## src/rtl/shf_pkg.sv

```systemverilog
package shf_pkg;

    // Operation codes; the encoding is visible on the top-level op port.
    typedef enum logic [1:0] {
        SHF_SLL = 2'b00,
        SHF_SRL = 2'b01,
        SHF_SRA = 2'b10,
        SHF_ROR = 2'b11
    } shf_op_e;

    // Width of the funnel word for a given operand width.
    function automatic int funnel_width(input int w);
        return 2 * w - 1;
    endfunction

    // True when the operation fills from the upper half (left shift).
    function automatic logic is_left(input shf_op_e op);
        return op == SHF_SLL;
    endfunction

endpackage

```

## src/rtl/shf_extend.sv

```systemverilog
module shf_extend
    import shf_pkg::*;
#(
    parameter int W = 32
) (
    input  logic [W-1:0]               data,
    input  shf_op_e                    op,
    output logic [funnel_width(W)-1:0] ext
);

    // The W-1 fill bits are what slide into vacated result positions.
    always_comb begin
        unique case (op)
            SHF_SLL: ext = {data, {(W-1){1'b0}}};
            SHF_SRL: ext = {{(W-1){1'b0}}, data};
            SHF_SRA: ext = {{(W-1){data[W-1]}}, data};
            SHF_ROR: ext = {data[W-2:0], data};
            default: ext = {{(W-1){1'b0}}, data};
        endcase
    end

endmodule

```

## src/rtl/shf_stage.sv

```systemverilog
module shf_stage #(
    parameter int OW = 32,
    parameter int SH = 1
) (
    input  logic [OW+SH-1:0] din,
    input  logic             sel,
    output logic [OW-1:0]    dout
);

    // Conditional right move by SH; the low SH bits fall off when taken,
    // the top SH bits fall off when not.
    assign dout = sel ? din[OW+SH-1:SH] : din[OW-1:0];

endmodule

```

## src/rtl/funnel_shifter.sv

```systemverilog
module funnel_shifter
    import shf_pkg::*;
#(
    parameter int W = 32
) (
    input  logic [W-1:0]         data,
    input  logic [$clog2(W)-1:0] amount,
    input  logic [1:0]           op,
    output logic [W-1:0]         out
);

    localparam int LOG = $clog2(W);
    localparam int XW  = funnel_width(W);

    shf_op_e        op_e;
    logic [XW-1:0]  ext;
    logic [LOG-1:0] amt_eff;

    assign op_e = shf_op_e'(op);

    // A left move of k is a right move of (W-1)-k through the funnel.
    assign amt_eff = is_left(op_e) ? ~amount : amount;

    shf_extend #(.W(W)) u_extend (
        .data (data),
        .op   (op_e),
        .ext  (ext)
    );

    // Stage i moves by 2**i; each stage keeps only the bits later stages can reach.
    for (genvar i = LOG - 1; i >= 0; i--) begin : g_st
        localparam int SH = 1 << i;
        localparam int OW = W + SH - 1;
        logic [OW+SH-1:0] din;
        logic [OW-1:0]    tap;
        if (i == LOG - 1) begin : g_first
            assign din = ext;
        end else begin : g_next
            assign din = g_st[i+1].tap;
        end
        shf_stage #(.OW(OW), .SH(SH)) u_stage (
            .din  (din),
            .sel  (amt_eff[i]),
            .dout (tap)
        );
    end

    assign out = g_st[0].tap;

endmodule

```

## config.mk

```make
export PLATFORM = sky130hd
export DESIGN_NAME = funnel_shifter
export DESIGN_NICKNAME = d
export VERILOG_FILES = /design/src/rtl/shf_pkg.sv /design/src/rtl/shf_extend.sv /design/src/rtl/shf_stage.sv /design/src/rtl/funnel_shifter.sv
export SDC_FILE = /design/constraint.sdc
export NUM_CORES = 1
export LEC_CHECK = 0
export BUFFER_PORTS_ARGS = -buffer_cell sky130_fd_sc_hd__buf_2
export CAP_MARGIN = 20
export CORE_UTILIZATION = 28
export DETAILED_ROUTE_END_ITERATION = 10
export PLACE_DENSITY_LB_ADDON = 0.25
export SYNTH_ARGS = -nofsm -noshare
export SYNTH_HDL_FRONTEND = slang
export SYNTH_SLANG_ARGS = --single-unit
```

## constraint.sdc

```tcl
create_clock -name vclk -period 4
set_input_delay 0.8 -clock vclk [all_inputs]
set_output_delay 0.8 -clock vclk [all_outputs]
set_load 0.1 [all_outputs]
```

# After elaboration in Yosys (flattened, before gate mapping)
# Cells that the tools add are included.
classes:
  n_eq_ne: 3
  mux: 7
  bitwise: 1
  reduce_logical: 1
ops:
  columns: ["cell", "count"]
  rows:
  - ["$pmux W63 S4", 1]
  - ["$mux W47", 1]
  - ["$mux W39", 1]
  - ["$mux W35", 1]
  - ["$mux W33", 1]
  - ["$mux W32", 1]
  - ["$mux W5", 1]
  - ["$not A5 Y5", 1]
  - ["$eq A2 B2 Y1 const B", 2]
  - ["$eq A2 B1 Y1 const B", 1]
  - ["$logic_not A2 Y1", 1]
word_totals:
  regBits: 0
  input_bits: 39
  output_inout_bits: 32
  word_cells: 12

# Logic depth before layout (Yosys ltp)
logic_depth:
  word_depth: 7
  ltp_mapped: 11
  mapped_depth_nobuf: 7

# Hierarchy
# From an unflattened synthesis, not the netlist that was laid out.
hier_totals:
  hier_cells: 327
  area_unflattened_um2: 4055.1
modules_own_cells:
  columns: ["mod", "instances", "cells_each", "area_each_um2", "seq_area_each_um2"]
  rows:
  - ["shf_extend", 1, 114, 1112.3, 0.0]
  - ["shf_stage (g_st[4].u_stage)", 1, 52, 691.9, 0.0]
  - ["shf_stage (g_st[2].u_stage)", 1, 39, 578.1, 0.0]
  - ["shf_stage (g_st[1].u_stage)", 1, 37, 555.5, 0.0]
  - ["shf_stage (g_st[0].u_stage)", 1, 36, 544.3, 0.0]
  - ["shf_stage (g_st[3].u_stage)", 1, 43, 518.0, 0.0]
  - ["funnel_shifter", 1, 6, 55.1, 0.0]

# Worst setup path after synthesis
# No wires, ideal clock.
synth_timing:
  path_kind: "input port to output port"
  startpoint: "in amount[3]"
  endpoint: "out out[0]"
  t_arrival_ps: 5603
  t_required_ps: 3200
  path_slack_ps: -2403
  path_stages: 10
  path_buffers: 4
  path_cell_list: "buf_2 > buf_2 > buf_2 > buf_1 > a211oi_1 > a21oi_1 > mux2i_1 > nor2_1 > a21oi_1 > o311ai_0"
synth_between:
  elab_chain_len: 6
synth_rtl:
  columns: ["element", "line", "text"]
  rows:
  - ["start: declaration", "funnel_shifter.sv:7", "input logic [$clog2(W)-1:0] amount,"]
  - ["$not A5 Y5", "funnel_shifter.sv:22", "assign amt_eff = is_left(op_e) ? ~amount : amount;"]
  - ["$mux W5 (*)", "funnel_shifter.sv:22", null]
  - ["$mux W39 (*)", "shf_stage.sv:12", "assign dout = sel ? din[OW+SH-1:SH] : din[OW-1:0];"]
  - ["$mux W35 (*)", "shf_stage.sv:12", null]
  - ["$mux W33 (*)", "shf_stage.sv:12", null]
  - ["$mux W32 (*)", "shf_stage.sv:12", null]
  - ["end: declaration", "funnel_shifter.sv:9", "output logic [W-1:0] out"]
# Mark *: on every way between the ends. The rest lies on a longest branch, timed or not.

# Worst setup path after layout
layout_timing:
  startpoint: "in amount[4]"
  endpoint: "out out[5]"
layout_between:
  elab_chain_len: 7
layout_rtl:
  columns: ["element", "line"]
  rows:
  - ["$not A5 Y5", "funnel_shifter.sv:22"]
  - ["$mux W5 (*)", "funnel_shifter.sv:22"]
  - ["$mux W47 (*)", "shf_stage.sv:12"]
  - ["$mux W39 (*)", "shf_stage.sv:12"]
  - ["$mux W35 (*)", "shf_stage.sv:12"]
  - ["$mux W33 (*)", "shf_stage.sv:12"]
  - ["$mux W32 (*)", "shf_stage.sv:12"]
# Marked as above.

==> impl_metrics.json <==
{
  "outcome": "finished clean",
  "sequentialPowerShare_pct": 0,
  "nets": 718,
  "grt_max_degree": 31,
  "area_growth_pct": 59.6,
  "firstDrtPassIters": 5,
  "yosys_warnings": 0,
  "p_comb_share_pct": 100.0,
  "detail-route-antenna-nets": 0,
  "wl_per_cell_um": 22.5,
  "register_area_um2": 0,
  "nClkBuffers": 0,
  "final_cells": 849,
  "max_cap_violations": 0,
  "ctsHoldBuffers": 0,
  "synth_common_cells": "a21oi_1 (62), mux2i_1 (61), nand2_1 (51)",
  "worst-path-max-fanout": 24,
  "tightestPinTransition_ps": 809,
  "hold_violations": 0,
  "synth.area.top_cells": "mux2i_1 (17%), a21oi_1 (8.5%), mux2_2 (6.2%)",
  "power_mw": 1.82,
  "clkPwrFrac_pct": 0,
  "fin_hold_ws_ps": 2180,
  "postSynthAreaPerCell_um2": 6.50,
  "drive_gt1_share_pct": 40.9,
  "die_w_um": 116,
  "drtIter0Drc": 521,
  "final_max_slew_viol_count": 0,
  "crit_path_end_kind": "output pin",
  "yosysTopAreaCell": "mux2i_1",
  "path_buf_inv": 4,
  "dr_total_vias": 5353,
  "synth_nets": 600,
  "fmax_ghz": 0.254,
  "slowest_stage": "or4b_1",
  "irDropWorstVdd_mv": 0.197,
  "die_height_um": 116,
  "p_per_area_mw_per_mm2": 313,
  "period_minus_slack_ps": 3940,
  "initial_utilization_pct": 28.8,
  "synth_top_area_share_pct": 16.8,
  "synth.distinct_cells": 64,
  "p_sw_share_pct": 62.0,
  "p_leak_nw": 2.32,
  "rows": 41,
  "drc": 0,
  "syn_inst": 561,
  "dp_cells": 848,
  "critical-path-top-delay-family": "buffers and inverters",
  "grt_pass1_vias": 5090,
  "final.setup.tns_ps": 0,
  "io_pins": 71,
  "antenna_found_initial": 0,
  "design.seq.count": 0,
  "core_mm2": 0.0127,
  "numPortBuffers": 71,
  "synth_area_mm2": 0.00364,
  "dp_hpwl_mm": 15.2,
  "crit_path_frequent_cell": "buf_12",
  "die_area_mm2": 0.0135,
  "switching_power_mw": 1.13,
  "totalWireLength_mm": 19.1,
  "vias_per_cell": 6.31,
  "worst_ep_required_time_ps": 3200,
  "n_antenna_cell": 0,
  "track_usage_pct": 28.2,
  "ys_seq_area_share_pct": 0,
  "slowest_delay_ps": 500,
  "arrival_ps": 3140,
  "gp_congestion": 1.02,
  "hold_class": "in -> out",
  "fin_crit_sh_pct": 98.6,
  "grt-ovfl-total": 0,
  "yosysMostFrequentCell": "a21oi_1",
  "crit_type": "in -> out",
  "setup_violations": 0,
  "p_int_mw": 0.692,
  "critPathLaunchType": "primary input",
  "crit_chain": "buf_2 > buf_12 > buf_4 > or4b_1 > o21a_1 > mux4_2 > a21oi_1 > a221oi_2 > mux2i_4 > buf_12",
  "slew_headroom_pct": 45.8,
  "grt_pass1_wl_mm": 29.0
}
[logic make-up (layout without fill, tap and decap cells)]
group                     after synthesis  count (layout)  share of synthesized area [%]
muxes                                  84              84                           24.8
AOI/OAI and AO/OA                     236             236                           43.5
buffers and inverters                  71             187                           8.27
xor gates and xnor gates                3               3                          0.721
and+or+nand+nor                       167             167                           22.8
[path summary, 6_finish.rpt]
kind,start,to,slack [ps],cells after the start
worst max-delay path,amount[4],out[5],60,10
worst min-delay path,amount[0],out[0],2180,3
[power groups by stage]
stage | sequential [mW] | combinational (mW) | clock (mW)
2_1_floorplan | 0 | 1.13 | 0
3_3_place_gp | 0 | 1.78 | 0
3_5_place_dp | 0 | 1.78 | 0
4_1_cts | 0 | 1.79 | 0
5_1_grt | 0 | 1.89 | 0
6_report | 0 | 1.82 | 0
[layout by cell type (no fill, tap or decap), drive strengths merged, types with 6 or more instances in the layout]
cell type,synthesis,final
o2bb2ai,9,9
nand3,9,9
a22oi,7,7
o211ai,8,8
nor2b,12,12
nor3,10,10
o22ai,12,12
a31oi,12,12
nor2,37,37
nand2,51,51
a221oi,8,8
o21ai,42,42
a21oi,62,62
mux2i,61,61
and2,8,8
mux2,20,20
buf,30,177
and3,6,6
inv,6,6
a211oi,11,11
o21a,6,6
or2,6,6
o221ai,7,7
[layout make-up]
class,instances,area [um^2]
inverter,8,33.8
fill,1314,6860
timing repair buffer,179,1750
tap,172,215
multi-input combinational,490,3820
[worst min-delay path: stages]
cell      delay [ps]
buf_2            220
o311ai_2         170
buf_12           180
[per-layer routing]
layer | vias up | GRT usage (%) | wire (um)
met4 | 0 | 11.6 | 904
met3 | 64 | 3.79 | 1690
met5 | - | 0 | 0
li1 | 2412 | - | -
met1 | 2545 | 37.0 | 7770
met2 | 332 | 46.3 | 8730
[metrics by stage]
stage | util (%) | instance area [um^2] | setup WS (ps)
final | 45.9 | 5820 | 57.1
after global routing | 45.9 | 5820 | -16.3
after CTS | 44.9 | 5680 | 14.2
after detailed placement | 44.7 | 5670 | -1.40
after global placement | 44.7 | 5670 | -2.22
after floorplan | - | 3990 | -291
[what timing repair did]
action / 4_1_cts / 5_1_grt
setup buffers: 0 / 0
setup endpoints to repair: 3 / 18
resized for setup: 3 / 27
gates cloned: 0 / 1
pin swaps: 0 / 1
(Power assumes the default switching activity.)
